**src/rtl/serport_pkg.sv**
```systemverilog
package serport_pkg;

   typedef enum logic [1:0] {
      REG_RX_STAT = 2'd0,
      REG_RX_DATA = 2'd1,
      REG_TX_STAT = 2'd2,
      REG_TX_DATA = 2'd3
   } serport_reg_e;

   localparam int RDY_BIT   = 0;
   localparam int IE_BIT    = 1;
   localparam int OVR_BIT   = 2;
   localparam int WIN_LSB   = 4;
   localparam int SEL_LSB   = 2;

endpackage

```
**src/rtl/serport_tx.sv**
```systemverilog
module serport_tx #(
   parameter int CHAR_W = 8
) (
   input  logic              clk,
   input  logic              rst_n,
   input  logic              load,
   input  logic [CHAR_W-1:0] load_byte,
   input  logic              ie_we,
   input  logic              ie_d,
   input  logic              sink_ready,
   output logic              rdy,
   output logic              ie,
   output logic              valid,
   output logic [CHAR_W-1:0] byte_q
);

   always_ff @(posedge clk) begin
      if (!rst_n) begin
         rdy    <= 1'b1;
         ie     <= 1'b0;
         byte_q <= '0;
      end else begin
         if (ie_we) ie <= ie_d;
         if (load && rdy) begin
            rdy    <= 1'b0;
            byte_q <= load_byte;
         end else if (!rdy && sink_ready) begin
            rdy <= 1'b1;
         end
      end
   end

   assign valid = !rdy;

   a_r4_busy_after_load: assert property (@(posedge clk) disable iff (!rst_n)
      (load && rdy) |=> (!rdy && valid));

   a_r5_ready_after_accept: assert property (@(posedge clk) disable iff (!rst_n)
      (valid && sink_ready) |=> rdy);

   a_r6_byte_held_while_busy: assert property (@(posedge clk) disable iff (!rst_n)
      !rdy |=> $stable(byte_q));

endmodule

```
**src/rtl/serport_rx.sv**
```systemverilog
module serport_rx #(
   parameter int CHAR_W = 8
) (
   input  logic              clk,
   input  logic              rst_n,
   input  logic              stb,
   input  logic [CHAR_W-1:0] stb_byte,
   input  logic              take,
   input  logic              stat_rd,
   input  logic              ie_we,
   input  logic              ie_d,
   output logic              rdy,
   output logic              ie,
   output logic              ovr,
   output logic [CHAR_W-1:0] byte_q
);

   logic lost;
   assign lost = stb && rdy && !take;

   always_ff @(posedge clk) begin
      if (!rst_n) begin
         rdy    <= 1'b0;
         ie     <= 1'b0;
         ovr    <= 1'b0;
         byte_q <= '0;
      end else begin
         if (ie_we) ie <= ie_d;
         if (stb) begin
            rdy    <= 1'b1;
            byte_q <= stb_byte;
         end else if (take) begin
            rdy <= 1'b0;
         end
         if (lost)         ovr <= 1'b1;
         else if (stat_rd) ovr <= 1'b0;
      end
   end

   a_r7_ready_after_strobe: assert property (@(posedge clk) disable iff (!rst_n)
      stb |=> (rdy && byte_q == $past(stb_byte)));

   a_r7_clear_on_take: assert property (@(posedge clk) disable iff (!rst_n)
      (take && !stb) |=> !rdy);

   a_r8_overrun_sticky: assert property (@(posedge clk) disable iff (!rst_n)
      (ovr && !stat_rd) |=> ovr);

   a_r8_overrun_set: assert property (@(posedge clk) disable iff (!rst_n)
      (stb && rdy && !take) |=> ovr);

endmodule

```
**src/rtl/serport_regs.sv**
```systemverilog
module serport_regs
   import serport_pkg::*;
#(
   parameter int               ADDR_W    = 32,
   parameter int               DATA_W    = 32,
   parameter int               CHAR_W    = 8,
   parameter logic [ADDR_W-1:0] BASE_ADDR = 32'hFFFF_C000,
   parameter bit               IRQ_REG   = 1'b0
) (
   input  logic              clk,
   input  logic              rst_n,
   input  logic              bus_req,
   input  logic              bus_we,
   input  logic [ADDR_W-1:0] bus_addr,
   input  logic [DATA_W-1:0] bus_wdata,
   output logic [DATA_W-1:0] bus_rdata,
   output logic              tx_valid,
   output logic [CHAR_W-1:0] tx_byte,
   input  logic              tx_ready,
   input  logic              rx_stb,
   input  logic [CHAR_W-1:0] rx_byte,
   output logic              irq_tx,
   output logic              irq_rx
);

   localparam int PAD_W = DATA_W - CHAR_W;

   if (CHAR_W > DATA_W || DATA_W < 3) begin : g_bad_width
      $error("serport_regs: DATA_W must hold CHAR_W and three status bits");
   end
   if (ADDR_W <= WIN_LSB) begin : g_bad_addr
      $error("serport_regs: ADDR_W too small for the register window");
   end
   if (BASE_ADDR[WIN_LSB-1:0] != '0) begin : g_bad_base
      $error("serport_regs: BASE_ADDR must be aligned to the 16-byte window");
   end

   logic         hit, rd, wr;
   serport_reg_e sel;

   assign hit = (bus_addr[ADDR_W-1:WIN_LSB] == BASE_ADDR[ADDR_W-1:WIN_LSB]);
   assign sel = serport_reg_e'(bus_addr[WIN_LSB-1:SEL_LSB]);
   assign rd  = bus_req && !bus_we && hit;
   assign wr  = bus_req &&  bus_we && hit;

   logic unused_bits;
   assign unused_bits = ^{bus_addr[SEL_LSB-1:0], bus_wdata};

   logic              tx_rdy, tx_ie;
   logic              rx_rdy, rx_ie, rx_ovr;
   logic [CHAR_W-1:0] rx_held;

   serport_tx #(.CHAR_W(CHAR_W)) u_tx (
      .clk        (clk),
      .rst_n      (rst_n),
      .load       (wr && sel == REG_TX_DATA),
      .load_byte  (bus_wdata[CHAR_W-1:0]),
      .ie_we      (wr && sel == REG_TX_STAT),
      .ie_d       (bus_wdata[IE_BIT]),
      .sink_ready (tx_ready),
      .rdy        (tx_rdy),
      .ie         (tx_ie),
      .valid      (tx_valid),
      .byte_q     (tx_byte)
   );

   serport_rx #(.CHAR_W(CHAR_W)) u_rx (
      .clk      (clk),
      .rst_n    (rst_n),
      .stb      (rx_stb),
      .stb_byte (rx_byte),
      .take     (rd && sel == REG_RX_DATA),
      .stat_rd  (rd && sel == REG_RX_STAT),
      .ie_we    (wr && sel == REG_RX_STAT),
      .ie_d     (bus_wdata[IE_BIT]),
      .rdy      (rx_rdy),
      .ie       (rx_ie),
      .ovr      (rx_ovr),
      .byte_q   (rx_held)
   );

   always_comb begin
      bus_rdata = '0;
      if (rd) begin
         unique case (sel)
            REG_RX_STAT: begin
               bus_rdata[RDY_BIT] = rx_rdy;
               bus_rdata[IE_BIT]  = rx_ie;
               bus_rdata[OVR_BIT] = rx_ovr;
            end
            REG_RX_DATA: bus_rdata = {{PAD_W{1'b0}}, rx_held};
            REG_TX_STAT: begin
               bus_rdata[RDY_BIT] = tx_rdy;
               bus_rdata[IE_BIT]  = tx_ie;
            end
            default:     bus_rdata = '0;
         endcase
      end
   end

   if (IRQ_REG) begin : g_irq_flop
      always_ff @(posedge clk) begin
         if (!rst_n) begin
            irq_tx <= 1'b0;
            irq_rx <= 1'b0;
         end else begin
            irq_tx <= tx_rdy && tx_ie;
            irq_rx <= rx_rdy && rx_ie;
         end
      end
   end else begin : g_irq_comb
      assign irq_tx = tx_rdy && tx_ie;
      assign irq_rx = rx_rdy && rx_ie;
   end

   a_r1_miss_reads_zero: assert property (@(posedge clk) disable iff (!rst_n)
      (bus_req && !hit) |-> (bus_rdata == '0));

   a_r2_status_upper_zero: assert property (@(posedge clk) disable iff (!rst_n)
      (rd && sel == REG_TX_STAT) |-> (bus_rdata[DATA_W-1:IE_BIT+1] == '0));

   a_r6_busy_write_no_valid_drop: assert property (@(posedge clk) disable iff (!rst_n)
      (tx_valid && !tx_ready) |=> tx_valid);

endmodule

```
**config.mk**
```make
export PLATFORM = sky130hd
export DESIGN_NAME = serport_regs
export DESIGN_NICKNAME = d
export VERILOG_FILES = /design/src/rtl/serport_pkg.sv /design/src/rtl/serport_tx.sv /design/src/rtl/serport_rx.sv /design/src/rtl/serport_regs.sv
export SDC_FILE = /design/constraint.sdc
export NUM_CORES = 1
export LEC_CHECK = 0
export BUFFER_PORTS_ARGS = -buffer_cell sky130_fd_sc_hd__clkbuf_2
export CAP_MARGIN = 30
export CORE_UTILIZATION = 40
export CTS_CLUSTER_SIZE = 28
export DETAILED_ROUTE_END_ITERATION = 12
export PLACE_DENSITY = 0.93
export SLEW_MARGIN = 5
export SYNTH_ARGS = -nofsm -noshare
export SYNTH_HDL_FRONTEND = slang
export SYNTH_HIERARCHICAL = 1
export SYNTH_SLANG_ARGS = --single-unit
```
**constraint.sdc**
```tcl
create_clock -name clk -period 2.6 [get_ports clk]
set_input_delay 0.13 -clock clk [delete_from_list [all_inputs] [get_ports clk]]
set_output_delay 0.13 -clock clk [all_outputs]
set_load 0.005 [all_outputs]
```
==> flow_metrics.py <==
metrics = {
    "global_route": {
        "grt_pass1_wl_um": 4310,
        "grt.total_usage_pct": 15.8,
        "grt_pass1_vias": 1050,
        "grt_max_degree": 31,
        "antenna_found_initial": 0,
        "overflow": 0,
    },
    "clocking": {
        "cts-buffers-inserted": 3,
        "clk_path_buf_depth": 2,
        "cts_sinks": 21,
        "postCtsSetupBuffers": 0,
        "cts_htree_levels": 1,
        "clock_latency_ns": 0.29,
        "cts-resized-gates": 0,
        "cts-root-buf": "clkbuf_4",
        "tritoncts": "built",
        "hold_buffers": 0,
        "clkSlewWorstSetupHoldPaths_ns": 0.11,
    },
    "worst_setup_path": {
        "path_class": "input pin to output pin",
        "required_ns": 2.47,
        "start_kind": "input pin",
        "crit_top_cell": "clkbuf_2",
        "arrival_ns": 1.49,
        "max_stage_delay_ns": 0.41,
        "end_kind": "output pin",
        "crit_path_top_delay_cell": "nand4_2",
        "path_cells": "clkbuf_2 -> nor4_2 -> nand4_2 -> nor4_1 -> clkbuf_2",
        "crit_fanout": 13,
    },
    "min_path": {
        "hold_path.class": "input pin to flop",
    },
    "cells_and_area": {
        "diodes": 0,
        "nets": 291,
        "area.growth.synth_to_final_pct": 19.9,
        "drive_gt1_share_pct": 43.9,
    },
    "power_and_ir_drop": {
        "power_switching_mw": 0.141,
        "power.density_nw_per_um2": 356,
        "sw_frac_of_total_pct": 24.3,
        "p_clk_share_pct": 26.2,
        "p_int_mw": 0.439,
        "p_leak_nw": 0.803,
        "power_frac_seq_pct": 57.9,
        "comb_power_share_pct": 15.9,
        "peakVddDrop_v": 0.000277,
    },
    "floorplan": {
        "initial_core_util_pct": 43.5,
        "core.rowCount": 20,
        "dieArea_um2": 3640,
        "pin_count": 121,
        "die_y_um": 60.3,
        "design.core.area_um2": 3130,
        "die_w_um": 60.3,
    },
    "run": {
        "cap_violations": 0,
    },
    "sta": {
        "slew_viol_final": 0,
        "tns_ns": 0,
        "hold_viol_final": 0,
        "fin_crit_sh_pct": 62.5,
        "min_period_ns": 1.62,
        "final-setup-viol-count": 0,
        "clock.fmax_ghz": 0.616,
        "rsz0062_at_grt": "false",
        "setup_ws_ns": 0.975,
        "skew_ns": 0.000608,
    },
    "placed_design": {
        "hpwl_um": 2210,
        "place.port_buffers": 70,
        "place_ws_ns": 0.742,
        "place.gp.congestion": 0.740,
    },
    "yosys": {
        "ys_seq_elements": 21,
        "synth_area_um2": 1360,
        "syn_inst": 148,
        "ys_warn_count": 6,
        "ys_seq_area_share_pct": 30.9,
        "avgSynthCellArea_um2": 9.19,
        "yosys.cell_types.count": 30,
    },
    "detailed_routing": {
        "wire_per_inst_um": 10.7,
        "via_per_inst": 4.75,
        "wl_um": 2740,
        "dr.pass1.iters": 4,
        "first_iter_violations": 18,
        "drc_errors": 0,
        "ant_nets": 0,
        "vias": 1217,
    },
    "run_status": {
        "status": "complete, no violations",
    },
}
==> Yosys cell counts <==
| master | n | area [um2] |
|---|---|---|
| mux2i_1 | 13 | 130 |
| and4bb_2 | 1 | 12.5 |
| nand4_2 | 2 | 25.0 |
| o21ai_2 | 9 | 78.8 |
| and2_1 | 2 | 12.5 |
| nor4_4 | 1 | 21.3 |
| nor4_1 | 2 | 12.5 |
| dfxtp_1 | 21 | 420 |
| conb_1 | 1 | 3.75 |
| clkbuf_1 | 2 | 7.51 |
| and2_4 | 1 | 8.76 |
| nand2_1 | 14 | 52.6 |
| and3b_1 | 2 | 17.5 |
| a31o_2 | 1 | 8.76 |
| nor4b_1 | 1 | 8.76 |
| nand4_1 | 9 | 56.3 |
| buf_6 | 4 | 45.0 |
| inv_1 | 1 | 3.75 |
| nor2_1 | 1 | 3.75 |
| a2bb2oi_1 | 2 | 17.5 |
| and3_1 | 2 | 12.5 |
| nor2b_1 | 13 | 81.3 |
| buf_2 | 3 | 15.0 |
| buf_4 | 25 | 188 |
| nor3_2 | 1 | 10.0 |
| and4_1 | 3 | 26.3 |
| o21a_1 | 1 | 7.51 |
| nor3_1 | 7 | 35.0 |
| nor3b_2 | 1 | 12.5 |
| nor4_2 | 2 | 25.0 |
==> final timing paths <==
| check | from | to | slack [ns] | cells past startpoint |
|---|---|---|---|---|
| max | bus_addr[5] | bus_rdata[2] | 0.98 | 5 |
| min | bus_wdata[3] | u_tx/byte_q[3]$_SDFFE_PN0P_ | 0.06 | 3 |
| max reg2reg | u_tx/rdy$_SDFFE_PN1P_ | u_tx/rdy$_SDFFE_PN1P_ | 1.48 | 2 |
| min reg2reg | u_tx/byte_q[5]$_SDFFE_PN0P_ | u_tx/byte_q[5]$_SDFFE_PN0P_ | 0.47 | 2 |
==> metrics by stage <==
step                      area [um2]  cells  power [mW]  hold slack (ns)  utilization [%]
after detailed placement        1600    252       0.436            0.373             51.3
after global placement          1600    252       0.433            0.373             51.3
after floorplan                 1450    171       0.420            0.271                -
after CTS                       1630    256       0.589           0.0528             52.1
final                           1630    256       0.580           0.0584             52.1
after global routing            1630    256       0.614           0.0600             52.1
==> critical path: cells and delay by family <==
kind | cells | cell delay [ns]
and+or+nand+nor | 3 | 1.11
buffers and inverters | 2 | 0.26
==> power by group through the flow <==
stage | Clock [mW] | Combinational [mW] | Sequential (mW)
floorplan | 0 | 0.0782 | 0.342
global placement | 0 | 0.0904 | 0.343
detailed placement | 0 | 0.0927 | 0.343
CTS | 0.160 | 0.0932 | 0.336
global route | 0.170 | 0.106 | 0.337
finish | 0.152 | 0.0924 | 0.336
==> registers in the layout, indices dropped and copies added, names as in the netlist <==
signal / count
u_rx/byte_q: 8
u_tx/byte_q: 8
u_rx/rdy: 1
u_rx/ovr: 1
u_tx/rdy: 1
u_rx/ie: 1
u_tx/ie: 1
==> logic make-up after synthesis <==
family	synth area share, %
other	0.276
AO/OA/AOI/OAI	8.28
flip-flops	30.9
multiplexers	9.57
AND/OR/NAND/NOR	31.9
buffers and inverters	19.0
==> layer usage <==
| layer | vias up | part of all wire [%] | track usage (%) | routed length, um |
|---|---|---|---|---|
| met4 | 0 | 1.2 | 6.31 | 34 |
| met1 | 548 | 41 | 17.8 | 1140 |
| met3 | 5 | 7.4 | 2.38 | 204 |
| met5 | - | 0 | 0 | 0 |
| met2 | 59 | 50 | 29.5 | 1370 |
| li1 | 605 | - | - | - |
==> placed cells by master, fill, tap and decap left out, types with 3 or more instances in the layout <==
master / instances
mux2i_1: 13
and4_1: 3
nand4_1: 9
clkbuf_4: 3
o21ai_2: 9
nand2_1: 14
clkbuf_2: 70
dfxtp_1: 21
conb_1: 24
nor2b_1: 13
nor3_1: 7
==> cell type report <==
cell class	count	area, um2
Multi-Input combinational cell	115	767
Fill cell	296	1500
Sequential cell	21	420
Timing Repair Buffer	71	358
Clock buffer	4	26.3
Tap cell	44	55.1
Inverter	1	3.75
(Power assumes the default switching activity.)
